**src/rtl/flash_wp_ctrl.sv**
```systemverilog
module flash_wp_ctrl #(
  parameter int ADDR_W = 22,
  parameter int SECT_W = 6,
  parameter int CNT_W  = 16
) (
  input  logic              clk,
  input  logic              rst_n,
  input  logic              cs_rise,
  input  logic [7:0]        opcode,
  input  logic [ADDR_W-1:0] addr,
  input  logic [CNT_W-1:0]  bit_cnt,
  input  logic [7:0]        sr_data,
  input  logic              wp_n,
  input  logic              exec_busy,
  output logic              wel,
  output logic [2:0]        bp,
  output logic              srwd,
  output logic              deep_pd,
  output logic              go_prog,
  output logic              go_sect,
  output logic              go_chip,
  output logic              deny
);
  localparam logic [SECT_W:0] NSECT = (SECT_W+1)'(1) << SECT_W;
  localparam logic [SECT_W:0] ONE   = (SECT_W+1)'(1);

  wire [SECT_W-1:0] sect = addr[ADDR_W-1 -: SECT_W];
  wire unused_bits = &{1'b0, addr[ADDR_W-SECT_W-1:0], sr_data[6:5], sr_data[1:0]};

  wire is_pp   = opcode == 8'h02;
  wire is_se   = opcode == 8'h20 || opcode == 8'hD8;
  wire is_ce   = opcode == 8'h60 || opcode == 8'hC7;
  wire is_wrsr = opcode == 8'h01;
  wire modify  = is_pp | is_se | is_ce | is_wrsr;

  logic [CNT_W-1:0] need;
  always_comb begin
    if (is_pp)       need = CNT_W'(40);
    else if (is_se)  need = CNT_W'(32);
    else if (is_wrsr) need = CNT_W'(16);
    else             need = CNT_W'(8);
  end

  wire len_ok = bit_cnt[2:0] == 3'd0 && bit_cnt >= need;
  wire live   = cs_rise && !deep_pd;
  wire take   = live && modify && len_ok && !exec_busy;

  logic zone;
  always_comb begin
    case (bp)
      3'd0:    zone = 1'b0;
      3'd7:    zone = 1'b1;
      default: zone = {1'b0, sect} >= (NSECT - (ONE << (bp - 3'd1)));
    endcase
  end

  wire blocked = !wel
               | ((is_pp | is_se) & zone)
               | (is_ce & (bp != 3'd0))
               | (is_wrsr & !wp_n & srwd);

  always_ff @(posedge clk or negedge rst_n) begin
    if (!rst_n) begin
      wel <= 1'b0; bp <= 3'd0; srwd <= 1'b0; deep_pd <= 1'b0;
      go_prog <= 1'b0; go_sect <= 1'b0; go_chip <= 1'b0; deny <= 1'b0;
    end else begin
      go_prog <= 1'b0; go_sect <= 1'b0; go_chip <= 1'b0; deny <= 1'b0;
      if (take) begin
        wel <= 1'b0;
        if (blocked) deny <= 1'b1;
        else begin
          go_prog <= is_pp;
          go_sect <= is_se;
          go_chip <= is_ce;
          if (is_wrsr) begin
            bp   <= sr_data[4:2];
            srwd <= sr_data[7];
          end
        end
      end else if (live && !modify) begin
        case (opcode)
          8'h06:   wel <= 1'b1;
          8'h04:   wel <= 1'b0;
          8'hB9:   deep_pd <= 1'b1;
          default: ;
        endcase
      end
      if (cs_rise && deep_pd && opcode == 8'hAB) deep_pd <= 1'b0;
    end
  end
endmodule


```
**config.mk**
```make
export PLATFORM = sky130hd
export DESIGN_NAME = flash_wp_ctrl
export DESIGN_NICKNAME = d
export VERILOG_FILES = /design/src/rtl/flash_wp_ctrl.sv
export SDC_FILE = /design/constraint.sdc
export NUM_CORES = 1
export LEC_CHECK = 0
export CAP_MARGIN = 20
export CORE_UTILIZATION = 32
export DETAILED_ROUTE_END_ITERATION = 6
export GPL_ROUTABILITY_DRIVEN = 1
export GPL_TIMING_DRIVEN = 1
export HOLD_SLACK_MARGIN = 0.02
export PLACE_DENSITY = 0.77
export SYNTH_ARGS = -nofsm -noshare
export SYNTH_HDL_FRONTEND = slang
export SYNTH_SLANG_ARGS = --single-unit
```
**constraint.sdc**
```tcl
create_clock -name clk -period 2.92 [get_ports clk]
set_clock_uncertainty 0.15 [all_clocks]
set_input_delay 0.292 -clock clk [delete_from_list [all_inputs] [get_ports clk]]
set_output_delay 0.292 -clock clk [all_outputs]
set_load 0.01 [all_outputs]
```
==> results of run 1 <==
[per-stage QoR]
step | worst slack [ns] | TNS, ns | cells
3_5_place_dp | -0.228 | -1.35 | 217
3_3_place_gp | -0.209 | -1.15 | 217
2_1_floorplan | 0.00856 | 0 | 116
6_report | 0.114 | 0 | 221
4_1_cts | 0.0416 | 0 | 221
5_1_grt | 0.00780 | 0 | 221
[cell type report]
class | count | area share
flip-flops and latches | 10 | 0.140
clock buffers | 4 | 0.0203
repair buffers | 74 | 0.380
inverters | 7 | 0.0147
multi-input cells | 95 | 0.423
well taps | 31 | 0.0217
[registers in the layout, summed over array words and instances (netlist names)]
register  cells
deep_pd       1
deny          1
go_sect       1
go_chip       1
go_prog       1
wel           1
srwd          1
bp            3
[cell families after synthesis]
logic type | after synthesis | synth area share
and+or+nand+nor | 56 | 0.359
adders and majority gates | 10 | 0.125
DFF | 10 | 0.250
AOI/OAI and AO/OA | 22 | 0.150
buffers and inverters | 11 | 0.0425
muxes | 5 | 0.0551
xor gates and xnor gates | 2 | 0.0175
[worst max-delay path by stage]
stage,start,endpoint,slack [ns],cells past startpoint
global route,opcode[4],go_prog,0.008,11
detailed placement,opcode[6],srwd,-0.23,11
global placement,opcode[6],go_prog,-0.21,11
CTS,opcode[6],go_sect,0.04,11
floorplan,bp[2],deny,0.009,10
finish,bp[2],deny,0.11,9
[power by group]
part	internal [mW]	switching, mW
registers	0.139	0.000633
clock network	0.0757	0.0472
logic	0.0742	0.0365
total	0.289	0.0843
[routing by layer]
metal  global-route usage  up-vias  part of all wire
li1                     -      589                 -
met1                0.192      531              0.39
met2                0.355       49              0.52
met3               0.0268       11             0.058
met4               0.0612        0             0.027
met5                    0        -                 0
[cells in the final DEF, fill, tap and decap left out, types with 2 or more instances in the layout]
cell type and n:
nor4bb_1 2, nand4b_1 2, nor2_1 8, xor2_1 2, nor4_1 4, nor3_1 6
dfrtp_1 10, inv_1 6, clkbuf_4 3, buf_4 26, dlymetal6s2s_1 2, or3_1 2
nand2b_1 5, a21oi_1 3, nand2_1 8, ha_1 8, mux2_2 4, o21ai_0 6
nor4_2 2, o211a_1 2, o21a_1 2, nand3_1 3, or4b_4 2, clkdlybuf4s50_1 46
==> impl_metrics.csv, run 1 <==
group,metric,value,unit
status,status,"finished with violations",
status,violations,"design-rule violations",
yosys,synth_top_area_cell,"dfrtp_1",
setup_path,cpPeakStageDelay,0.50,ns
yosys,ys_warn_count,0,
yosys,yosysSeqAreaShare,0.250,
global_routing,grt_pass1_wl,4690,um
route,wl_per_cell,12.9,um
timing,hold_violations,0,
floorplanning,die_x,57.9,um
placed_design,placed_area,0.00172,mm2
yosys,synth_edf_count,0,
yosys,synth_area_leaders,"dfrtp_1 (25%), ha_1 (13%), mux2_2 (4.5%)",
setup_path,endpoint_kind,"flop",
clock_network,clock-sinks,10,
setup_path,reg2reg_slack,0.11,ns
final_layout,drive_gt1_frac,0.258,
final_layout,area_growth,79.1,%
route,antenna_left,0,
setup_path,critPathKind,"flop to flop",
setup_path,worstPathMaxFanout,4,
clock_network,h-tree-depth,1,
setup_path,r2r_end,"deny",
timing,setup_viol,0,
final_layout,fin_area,0.00179,mm2
timing,rsz0062_at_grt,"no",
setup_path,crit_chain,"or3b_4 -> ha_4 -> xor2_1 -> ha_2 -> or4_1 -> a21oi_1 -> nor3_1 -> o211a_1 -> o31a_1",
timing,worst_slew_pin_slew,0.431,ns
final_layout,multi_input_area,758,um2
clock_network,clk_path_buf_depth,2,
power,cellLeakagePower,0.790,nW
yosys,avgSynthCellArea,8.62,um2
clock_network,path_clk_slew,0.07,ns
floorplanning,core-area,0.00285,mm2
yosys,synth_ff_type,"dfrtp_1",
power,vdd_drop_max,0.104,mV
final_layout,utilization,0.628,
yosys,ys_seq_elements,10,
timing,fin_crit,2.81,ns
clock_network,numCtsBuffers,3,
clock_network,cts_resized,0,
yosys,synth_top_area_frac,0.250,
global_routing,grt_pass1_vias,1190,
setup_path,reg2reg_from,"bp[2]",
setup_path,cp.required,2.92,ns
final_layout,seqCellArea,250,um2
setup_path,critPathTopFamily,"simple AND/OR/NAND/NOR gates",
setup_path,cp_num_buf_inv,0,
floorplanning,initial_core_util,0.350,
setup_path,worstPathArrival,2.80,ns
yosys,synth_cells,116,
final_layout,nets,260,
yosys,syn_area,1000,um2
route,drtIter0Drc,31,
hold_path,hp-class,"input port to async pin",
timing,drv_slew,0,
yosys,synth_fp_nets,185,
job,cap_viol_max_count,0,
yosys,yosys-top-cells-count,"dfrtp_1 (10), ha_1 (10), nand2_1 (8), nor2_1 (8)",
floorplanning,dieHeight,57.9,um
clock_network,root_buffer,"clkbuf_4",
route,drc,3,
route,viasPerCell,5.34,
yosys,synth.distinct_cells,43,
clock_network,post-cts-setup-buffers,0,
timing,slew_headroom,0.712,
timing,fin_crit_sh,0.961,
global_routing,grt_remaining_overflow,0,
setup_path,critPathSlowestCell,"or4_1",
floorplanning,io_pins,69,
final_layout,diodes,0,
setup_path,r2r_cells,9,
clock_network,cts_tree,"done",
final_layout,fillers,256,
timing,max_freq,356,MHz
power,total_power,0.373,mW
yosys,async_flop_share,1.00,
placed_design,place.gp.congestion,0.880,
placed_design,port_buffers,48,
global_routing,antenna_found_initial,0,
floorplanning,row_count,19,
power,pwr_density_cell,208,mW/mm2
timing,holdWs,0.175,ns
clock_network,clk_latency,0.27,ns
placed_design,post-dp-hpwl,2400,um
floorplanning,die_area,0.00335,mm2
route,vias,1180,
clock_network,hold_buffers,0,
global_routing,grtUsageTotal,0.180,
route,wl,2840,um
route,first_pass_iters,6,
setup_path,startpoint_type,"flop",
global_routing,grt_max_degree,14,
No activity file was read; power rests on OpenSTA's default activity.
==> run 2: changes to the inputs <==
--- a/config.mk
+++ b/config.mk
@@ -6,6 +6,7 @@
 export NUM_CORES = 1
 export LEC_CHECK = 0
 export CAP_MARGIN = 20
+export CORE_ASPECT_RATIO = 1.25
 export CORE_UTILIZATION = 32
 export DETAILED_ROUTE_END_ITERATION = 6
 export GPL_ROUTABILITY_DRIVEN = 1
==> run 2 against run 1 <==
  * The flow now finishes without violations
  * Hold slack better by 0.028 ns
  * Fmax is 0.71% lower
  * First-iteration DRC count fell by 35%
  * Global-route usage is 0.92 points higher
  * Final cell count up 1.8%
  * Power down 0.52%
  * Critical path depth did not move
  * Count of clock-buffer cells in the layout stayed put
  * Setup slack got worse by 0.020 ns
  * Sequential cell count unchanged
  * Critical path type unchanged
==> impl_metrics.csv, run 2 (synthesis results as in run 1) <==
group,metric,value,unit
setup_path,cp.required,2.92,ns
final_layout,drive_gt1_frac,0.254,
clock_network,root_buffer,"clkbuf_4",
timing,fin_crit,2.83,ns
floorplanning,die_x,52.0,um
clock_network,path_clk_slew,0.06,ns
global_routing,grt_use_met1,0.184,
power,vdd_drop_max,0.132,mV
final_layout,stdcell_count,225,
clock_network,cts_tree,"done",
global_routing,grt_use_met2,0.386,
setup_path,endpoint_kind,"flop",
timing,setup_viol,0,
final_layout,final_cell_mix,"clkdlybuf4s50_1 (45), buf_4 (25), dfrtp_1 (10)",
clock_network,clk_latency,0.26,ns
final_layout,diodes,0,
timing,max_freq,354,MHz
route,viasPerCell,5.17,
setup_path,critPathSlowestCell,"or4_1",
setup_path,worstPathMaxFanout,4,
timing,rsz0062_at_grt,"yes",
timing,tns,0,ns
final_layout,largest_reg_flops,3,
job,cap_viol_max_count,0,
placed_design,place.gp.congestion,0.834,
route,vias,1163,
setup_path,r2r_cells,9,
clock_network,h-tree-depth,1,
timing,slew_headroom,0.682,
clock_network,clk_path_buf_depth,2,
setup_path,reg2reg_from,"bp[2]",
setup_path,cp_num_buf_inv,0,
timing,fin_ws,0.0939,ns
timing,drv_slew,0,
route,wl_per_cell,13.2,um
final_layout,utilization,0.611,
global_routing,grtUsageTotal,0.189,
global_routing,use_met3,0.0258,
placed_design,pre_cts_ws,-0.249,ns
setup_path,critPathTopFamily,"simple AND/OR/NAND/NOR gates",
setup_path,critPathKind,"flop to flop",
setup_path,crit_chain,"or3b_4 -> ha_4 -> xor2_1 -> ha_2 -> or4_1 -> a21oi_1 -> nor3_1 -> o211a_1 -> o31a_1",
global_routing,grt_pass1_wl,4850,um
global_routing,grt_max_degree,14,
floorplanning,row_count,22,
placed_design,port_buffers,48,
setup_path,worstPathArrival,2.83,ns
timing,fin_crit_sh,0.968,
setup_path,r2r_end,"deny",
hold_path,hp-class,"input port to async pin",
final_layout,layout_commonest_cell,"clkdlybuf4s50_1",
floorplanning,io_pins,69,
power,cellLeakagePower,0.796,nW
global_routing,antenna_found_initial,0,
route,antenna_left,0,
clock_network,numCtsBuffers,3,
power,total_power,0.371,mW
floorplanning,initial_core_util,0.339,
final_layout,regMostFlops,"bp",
floorplanning,dieHeight,64.5,um
power,pwr_density_cell,206,mW/mm2
floorplanning,core-area,0.00295,mm2
global_routing,grt_pass1_vias,1230,
route,wl,2970,um
final_layout,fillers,251,
route,drc,0,
final_layout,nets,259,
global_routing,top_usage_layer,"met2",
setup_path,reg2reg_slack,0.09,ns
timing,hold_violations,0,
timing,worst_slew_pin_slew,0.475,ns
status,status,"finished clean",
floorplanning,die_area,0.00335,mm2
placed_design,post-dp-hpwl,2530,um
global_routing,grt_remaining_overflow,0,
route,drtIter0Drc,20,
setup_path,startpoint_type,"flop",
setup_path,cpPeakStageDelay,0.51,ns
route,first_pass_iters,4,
final_layout,area_growth,80.1,%
placed_design,dp.cells,221,
clock_network,clock-sinks,10,
## run 2: cell type report
| type | instances | area (um2) | share of cell area |
|---|---|---|---|
| flip-flops and latches | 10 | 250 | 0.139 |
| inverters | 7 | 26.3 | 0.0146 |
| repair buffers | 73 | 676 | 0.375 |
| well taps | 36 | 45.0 | 0.0250 |
| multi-input cells | 95 | 767 | 0.426 |
| clock buffers | 4 | 36.3 | 0.0202 |
## run 2: how the worst max path moves through the flow
stage,startpoint,end,slack (ns),cells after the start
after detailed placement,opcode[6],go_sect,-0.25,11
after global routing,bp[2],deny,-0.007,9
after global placement,opcode[6],go_prog,-0.20,11
after CTS,opcode[6],go_sect,0.009,11
after floorplan,bp[2],deny,0.009,10
final,bp[2],deny,0.09,9
## run 2: through the flow
| stage | cell area (um2) | hold slack (ns) |
|---|---|---|
| final | 1800 | 0.203 |
| after global routing | 1800 | 0.237 |
| after CTS | 1750 | 0.211 |
| after detailed placement | 1710 | 0.377 |
| after global placement | 1710 | 0.370 |
| after floorplan | 1030 | -0.154 |
## run 2: worst reg2reg max path, delay by kind of cell (launching register included)
family                   cells  cell delay [ns]
AND/OR/NAND/NOR              3             0.99
AO/OA/AOI/OAI                3             0.65
flip-flops                   1             0.37
adder cells (fa/ha/maj)      2             0.37
XOR/XNOR                     1             0.17
## run 2: power breakdown
part	total (mW)	internal, mW	switching (mW)
combinational	0.110	0.0725	0.0377
clock	0.121	0.0757	0.0458
sequential	0.140	0.139	0.000629
## run 2: timing repair
item | in CTS | in global routing
hold buffers | 0 | 0
setup buffers | 0 | 0
resized for setup | 0 | 11
setup endpoints to repair | 0 | 7
## run 2: layer usage
layer / routed length, um / share of wire / vias to the layer above
met1: 1150 / 0.39 / 539
met3: 100 / 0.034 / 5
li1: - / - / 583
met5: 0 / 0 / -
met2: 1690 / 0.57 / 36
met4: 28 / 0.0094 / 0
